--- config.mk ---
export PLATFORM = sky130hd
export DESIGN_NAME = rdy_flag_mgr
export DESIGN_NICKNAME = d
export VERILOG_FILES = /design/src/rtl/rdy_flag_pkg.sv /design/src/rtl/rdy_chan_bank.sv /design/src/rtl/rdy_loss_timer.sv /design/src/rtl/rdy_pin_logic.sv /design/src/rtl/rdy_flag_mgr.sv
export SDC_FILE = /design/constraint.sdc
export NUM_CORES = 1
export LEC_CHECK = 0
export CAP_MARGIN = 20
export CORE_MARGIN = 4
export CORE_UTILIZATION = 35
export CTS_BUF_LIST = sky130_fd_sc_hd__clkbuf_4 sky130_fd_sc_hd__clkbuf_8
export DETAILED_ROUTE_END_ITERATION = 10
export DONT_BUFFER_PORTS = 1
export HOLD_SLACK_MARGIN = 0.1
export REMOVE_ABC_BUFFERS = 1
export SYNTH_ARGS = -nofsm -noshare
export SYNTH_HDL_FRONTEND = slang
export SYNTH_SLANG_ARGS = --single-unit
export TNS_END_PERCENT = 10
--- constraint.sdc ---
create_clock -name clk -period 4 [get_ports clk]
set_clock_uncertainty 0.05 [all_clocks]
set_input_delay 0.4 -clock clk [delete_from_list [all_inputs] [get_ports clk]]
set_output_delay 0.4 -clock clk [all_outputs]
set_load 0.005 [all_outputs]
--- src/rtl/rdy_flag_pkg.sv ---
package rdy_flag_pkg;
  localparam int STAT_W = 8;

  // Status byte: channel number in the low bits, remaining bits zero.
  function automatic logic [STAT_W-1:0] mk_status(input logic [STAT_W-1:0] chan);
    return chan;
  endfunction
endpackage

--- src/rtl/rdy_chan_bank.sv ---
module rdy_chan_bank
  import rdy_flag_pkg::*;
#(
  parameter int N_CH  = 8,
  parameter int RES_W = 24,
  parameter int CH_W  = $clog2(N_CH)
) (
  input  logic              clk,
  input  logic              rst_n,
  input  logic              wr_en,
  input  logic [CH_W-1:0]   wr_chan,
  input  logic [RES_W-1:0]  wr_data,
  input  logic [CH_W-1:0]   sel_chan,
  output logic [RES_W-1:0]  sel_data,
  output logic [STAT_W-1:0] sel_status
);
  logic [RES_W-1:0]  res_q  [N_CH];
  logic [STAT_W-1:0] stat_q [N_CH];

  for (genvar g = 0; g < N_CH; g++) begin : g_ch
    logic ch_we;
    assign ch_we = wr_en && (wr_chan == CH_W'(g));
    always_ff @(posedge clk or negedge rst_n) begin
      if (!rst_n) begin
        res_q[g]  <= '0;
        stat_q[g] <= '0;
      end else if (ch_we) begin
        res_q[g]  <= wr_data;
        stat_q[g] <= mk_status(STAT_W'(g));
      end
    end
  end

  assign sel_data   = res_q[sel_chan];
  assign sel_status = stat_q[sel_chan];
endmodule

--- src/rtl/rdy_loss_timer.sv ---
module rdy_loss_timer #(
  parameter int HOLD_CYCLES = 163,
  parameter int CNT_W       = $clog2(HOLD_CYCLES + 1)
) (
  input  logic clk,
  input  logic rst_n,
  input  logic load,
  input  logic clr,
  output logic active,
  output logic expire
);
  logic [CNT_W-1:0] cnt_q, cnt_d;

  always_comb begin
    cnt_d = cnt_q;
    if (clr)                cnt_d = '0;
    else if (load)          cnt_d = CNT_W'(HOLD_CYCLES);
    else if (cnt_q != '0)   cnt_d = cnt_q - 1'b1;
  end

  always_ff @(posedge clk or negedge rst_n) begin
    if (!rst_n) cnt_q <= '0;
    else        cnt_q <= cnt_d;
  end

  assign active = (cnt_q != '0);
  assign expire = (cnt_q == CNT_W'(1)) && !load && !clr;
endmodule

--- src/rtl/rdy_pin_logic.sv ---
module rdy_pin_logic #(
  parameter int N_CH = 8
) (
  input  logic [N_CH-1:0] flags,
  input  logic [N_CH-1:0] chan_en,
  input  logic            all_mode,
  input  logic            blackout,
  output logic            pin_n
);
  logic any_ready, all_ready;

  always_comb begin
    any_ready = |flags;
    all_ready = (chan_en != '0) && ((flags & chan_en) == chan_en);
    pin_n     = blackout || !(all_mode ? all_ready : any_ready);
  end
endmodule

--- src/rtl/rdy_flag_mgr.sv ---
module rdy_flag_mgr
  import rdy_flag_pkg::*;
#(
  parameter int N_CH        = 8,
  parameter int RES_W       = 24,
  parameter int HOLD_CYCLES = 163,
  localparam int CH_W       = $clog2(N_CH)
) (
  input  logic              clk,
  input  logic              rst_n,
  input  logic              conv_done,
  input  logic [CH_W-1:0]   conv_chan,
  input  logic [RES_W-1:0]  conv_result,
  input  logic              rd_start,
  input  logic              rd_end,
  input  logic [CH_W-1:0]   rd_chan,
  input  logic              mode_wr,
  input  logic              all_mode,
  input  logic [N_CH-1:0]   chan_en,
  output logic [RES_W-1:0]  rd_data,
  output logic [STAT_W-1:0] rd_status,
  output logic [N_CH-1:0]   rdy_flags,
  output logic              rdy_n
);
  logic [N_CH-1:0] flag_q, flag_d, pend_q, pend_d, rd_clr;
  logic            rd_act_q, rd_act_d;
  logic [CH_W-1:0] rd_ch_q, rd_ch_d;
  logic            collide, take, lose, blackout, expire;

  // Read window tracking
  always_comb begin
    rd_act_d = rd_act_q;
    rd_ch_d  = rd_ch_q;
    if (rd_start) begin
      rd_act_d = 1'b1;
      rd_ch_d  = rd_chan;
    end else if (rd_end) begin
      rd_act_d = 1'b0;
    end
  end

  always_comb begin
    collide = conv_done && ((rd_start && (conv_chan == rd_chan)) ||
                            (rd_act_q && (conv_chan == rd_ch_q)));
    take    = conv_done && !mode_wr && !collide;
    lose    = take && (flag_q[conv_chan] || pend_q[conv_chan]);
    rd_clr  = (rd_end && rd_act_q) ? (N_CH'(1) << rd_ch_q) : '0;
  end

  // Flag and pending next state
  always_comb begin
    flag_d = flag_q;
    pend_d = pend_q;
    if (mode_wr) begin
      flag_d = '0;
      pend_d = '0;
    end else begin
      if (expire) begin
        flag_d = flag_d | pend_q;
        pend_d = '0;
      end
      if (take) begin
        flag_d[conv_chan] = !lose;
        if (lose) pend_d[conv_chan] = 1'b1;
      end
      flag_d = flag_d & ~rd_clr;
      pend_d = pend_d & ~rd_clr;
    end
  end

  always_ff @(posedge clk or negedge rst_n) begin
    if (!rst_n) begin
      flag_q   <= '0;
      pend_q   <= '0;
      rd_act_q <= 1'b0;
      rd_ch_q  <= '0;
    end else begin
      flag_q   <= flag_d;
      pend_q   <= pend_d;
      rd_act_q <= rd_act_d;
      rd_ch_q  <= rd_ch_d;
    end
  end

  rdy_chan_bank #(.N_CH(N_CH), .RES_W(RES_W), .CH_W(CH_W)) bank_i (
    .clk(clk), .rst_n(rst_n),
    .wr_en(take), .wr_chan(conv_chan), .wr_data(conv_result),
    .sel_chan(rd_chan), .sel_data(rd_data), .sel_status(rd_status)
  );

  rdy_loss_timer #(.HOLD_CYCLES(HOLD_CYCLES)) timer_i (
    .clk(clk), .rst_n(rst_n),
    .load(lose), .clr(mode_wr),
    .active(blackout), .expire(expire)
  );

  rdy_pin_logic #(.N_CH(N_CH)) pin_i (
    .flags(flag_q), .chan_en(chan_en), .all_mode(all_mode),
    .blackout(blackout), .pin_n(rdy_n)
  );

  assign rdy_flags = flag_q;
endmodule

==> impl_metrics.toml <==
[run_status]
status = "complete, but fails checks"
violations = "negative hold slack"

[cells_and_area]
synthToLayoutAreaGrowth_pct = 11.16
fillCellCount = 2787
antenna_cells = 0
layout-drive-gt1-share_pct = 46.07
finalNetCount = 792
final_cell_area_um2 = 12270

[routing]
drtIter0Drc = 324
drt_wl_total_mm = 24.07
vias = 6142
wl_per_cell_um = 20.75
drc_errors = 0
drtAntennaViolNets = 0
vias_per_cell = 5.295
drt_first_pass_iters = 4

[worst_hold_path]
min_path_type = "input pin to async pin"

[timing]
hold_viol_final = 227
timing.final.ws_setup_ns = 1.050
max_freq_mhz = 339.0
tns_ns = 0
period_needed_ns = 2.950
period_share_pct = 73.74
worstMarginPinSlew_ns = 0.9949
final_max_slew_viol_count = 0
rsz0062_at_grt = "no"
relSlewSlack_pct = 33.67
setup_viol = 0
hold-worst-slack_ns = -0.4425

[grt]
grt_max_degree = 228
grt_pass1_wl_mm = 38.24
grt_pass1_vias = 6493
track_usage_pct = 14.11
antenna_found_initial = 1
grt-ovfl-total = 0

[logic_synthesis]
synth-async-reset-ratio_pct = 100.0
syn-instance-count = 716
synth_flop_cell = "dfrtp_1"
ys_ff_latch = 227
ys_types = 49
synth_edf_count = 0
synth_area_um2 = 11040
yosys.area.top_type = "dfrtp_1"
ys_seq_area_share_pct = 51.45
yosys_warnings = 0
synth.avg_cell_area_um2 = 15.42
netlist_top_cells_area = "dfrtp_1 51%, mux2_2 16%, mux4_2 10%"
synth_top_area_share_pct = 51.45

[die]
die_h_um = 185.6
fp.coreArea_um2 = 30830
start_util_pct = 35.81
io_pins = 86
dieArea_um2 = 34450
num_rows = 64
die-width_um = 185.6

[worst_setup_path]
end_kind = "register"
worstPathRequired_ns = 4.39
path_class = "register to register"
cp-start-kind = "register"
critPathMaxFanout = 13
arrival_ns = 3.34

[placed_design]
hpwl_mm = 13.72
dpl-instance-area_um2 = 11240
portBuffers = 0
gp_congestion = 0.7269
pre_cts_ws_ns = 1.036

[flow_run]
drv_cap = 0

[cts]
clk_path_buf_depth = 3
cts_resized = 0
cts_tree = "built"
cts_setup_buffers = 0
cts_root_buf = "clkbuf_8"
clock_latency_ns = 0.51
ctsHoldBuffers = 30
cts_inserted_buffers = 38
clk_pin_slew_ns = 0.06
cts_max_level = 2
clock_sinks = 227

[power_and_ir_drop]
p_per_area_nw_per_um2 = 540.0
vdd_ir_drop_max_mv = 0.2403
p_leak_nw = 5.372
==> synth_stat cells, drive strengths merged (2+ instances only) <==
master / instances
a21oi: 11
a221oi: 2
a22o: 2
a31o: 6
a31oi: 12
a41oi: 2
and2: 3
and3: 2
buf: 39
clkbuf: 8
dfrtp: 227
ha: 2
inv: 13
mux2: 220
mux4: 51
nand2: 11
nand2b: 9
nand3: 6
nand4: 4
nor2: 18
nor2b: 3
nor3: 10
nor3b: 3
nor4: 5
o211ai: 8
o21a: 2
o21ai: 10
o22ai: 3
o311a: 2
or2: 3
or3b: 2
xnor2: 7
xor2: 3
==> layout by cell type (no fill, tap or decap), drive strengths merged, types with 2 or more instances in the layout <==
cell type / synthesis / layout
a21oi: 11 / 11
a221oi: 2 / 2
a22o: 2 / 2
a31o: 6 / 6
a31oi: 12 / 12
a41oi: 2 / 2
and2: 3 / 3
and3: 2 / 2
buf: 39 / 2
clkbuf: 8 / 58
conb: 1 / 5
dfrtp: 227 / 227
dlygate4sd3: 0 / 30
ha: 2 / 2
inv: 13 / 14
mux2: 220 / 220
mux4: 51 / 51
nand2: 11 / 11
nand2b: 9 / 9
nand3: 6 / 6
nand4: 4 / 4
nor2: 18 / 18
nor2b: 3 / 3
nor3: 10 / 10
nor3b: 3 / 3
nor4: 5 / 5
o211ai: 8 / 8
o21a: 2 / 2
o21ai: 10 / 10
o22ai: 3 / 3
o311a: 2 / 2
or2: 3 / 3
or3b: 2 / 2
xnor2: 7 / 7
xor2: 3 / 3
==> flip-flops by register name, summed over array words and instances (netlist names) <==
register / cells
bank_i.res_q: 192
pend_q: 8
rdy_flags: 8
timer_i.cnt_q: 8
bank_i.stat_q: 7
rd_ch_q: 3
rd_act_q: 1
==> worst max-delay path, stage by stage, from the launching register on <==
cell and delay, ns:
dfrtp_1 0.45, xnor2_1 0.17, a41oi_2 0.83, nand2_1 0.54, o21ai_1 0.60, a31o_2 0.24
==> path summary, 6_finish.rpt <==
kind                                   start                 to  slack [ns]  cells after the start
max                               rd_ch_q[1]          pend_q[3]        1.05                      5
min                                    rst_n          pend_q[1]       -0.44                      0
max reg2reg                       rd_ch_q[1]          pend_q[3]        1.05                      5
min reg2reg                bank_i.stat_q[48]  bank_i.stat_q[48]        0.42                      1
max in group asynchronous              rst_n  bank_i.res_q[151]        3.73                      0
min in group clk                     mode_wr       rdy_flags[1]        0.27                      4
==> area by class of cell <==
class | instances | area, um^2 | area share (%)
Sequential cell | 227 | 5680 | 46.28
Multi-Input combinational cell | 433 | 5001 | 40.75
Clock buffer | 58 | 723.2 | 5.893
Tap cell | 396 | 495.5 | 4.037
Timing Repair Buffer | 32 | 315.3 | 2.569
Inverter | 13 | 48.80 | 0.3976
Clock inverter | 1 | 8.758 | 0.07136
==> logic make-up after synthesis <==
kind of cell / count (synthesis) / synth area share, %
buffers and inverters: 60 / 3.389
AND/OR/NAND/NOR: 82 / 5.077
flip-flops: 227 / 51.45
other: 1 / 0.03397
multiplexers: 271 / 35.05
AO/OA/AOI/OAI: 63 / 3.978
XOR/XNOR: 10 / 0.7933
adder cells (fa/ha/maj): 2 / 0.2266
==> routing by layer <==
| metal | track usage (%) | vias to the layer above | part of all wire (%) | wire length [um] |
|---|---|---|---|---|
| met5 | 0 | - | 0.050 | 12 |
| met2 | 22.40 | 130 | 47 | 11240 |
| met1 | 19.85 | 3246 | 47 | 11250 |
| met4 | 3.148 | 2 | 1.3 | 324 |
| met3 | 3.400 | 30 | 5.2 | 1247 |
| li1 | - | 2734 | - | - |
==> power breakdown <==
part	internal [mW]	leakage [nW]	total, mW	switching (mW)
logic	0.942	2.17	1.42	0.475
registers	2.88	2.82	3.19	0.308
clock network	1.14	0.390	2.02	0.884
total	4.96	5.37	6.63	1.67
==> metrics by stage <==
step / hold WS [ns] / power, mW / cells / utilization [%]
after floorplan: 0.05441 / 4.312 / 673 / -
after detailed placement: 0.07203 / 4.609 / 1071 / 36.46
after global placement: 0.07063 / 4.562 / 1071 / 36.46
after global routing: -0.4825 / 7.017 / 1160 / 39.81
final: -0.4425 / 6.628 / 1160 / 39.81
after CTS: -0.4965 / 6.729 / 1160 / 39.81
Power figures use the tool's default switching activity.
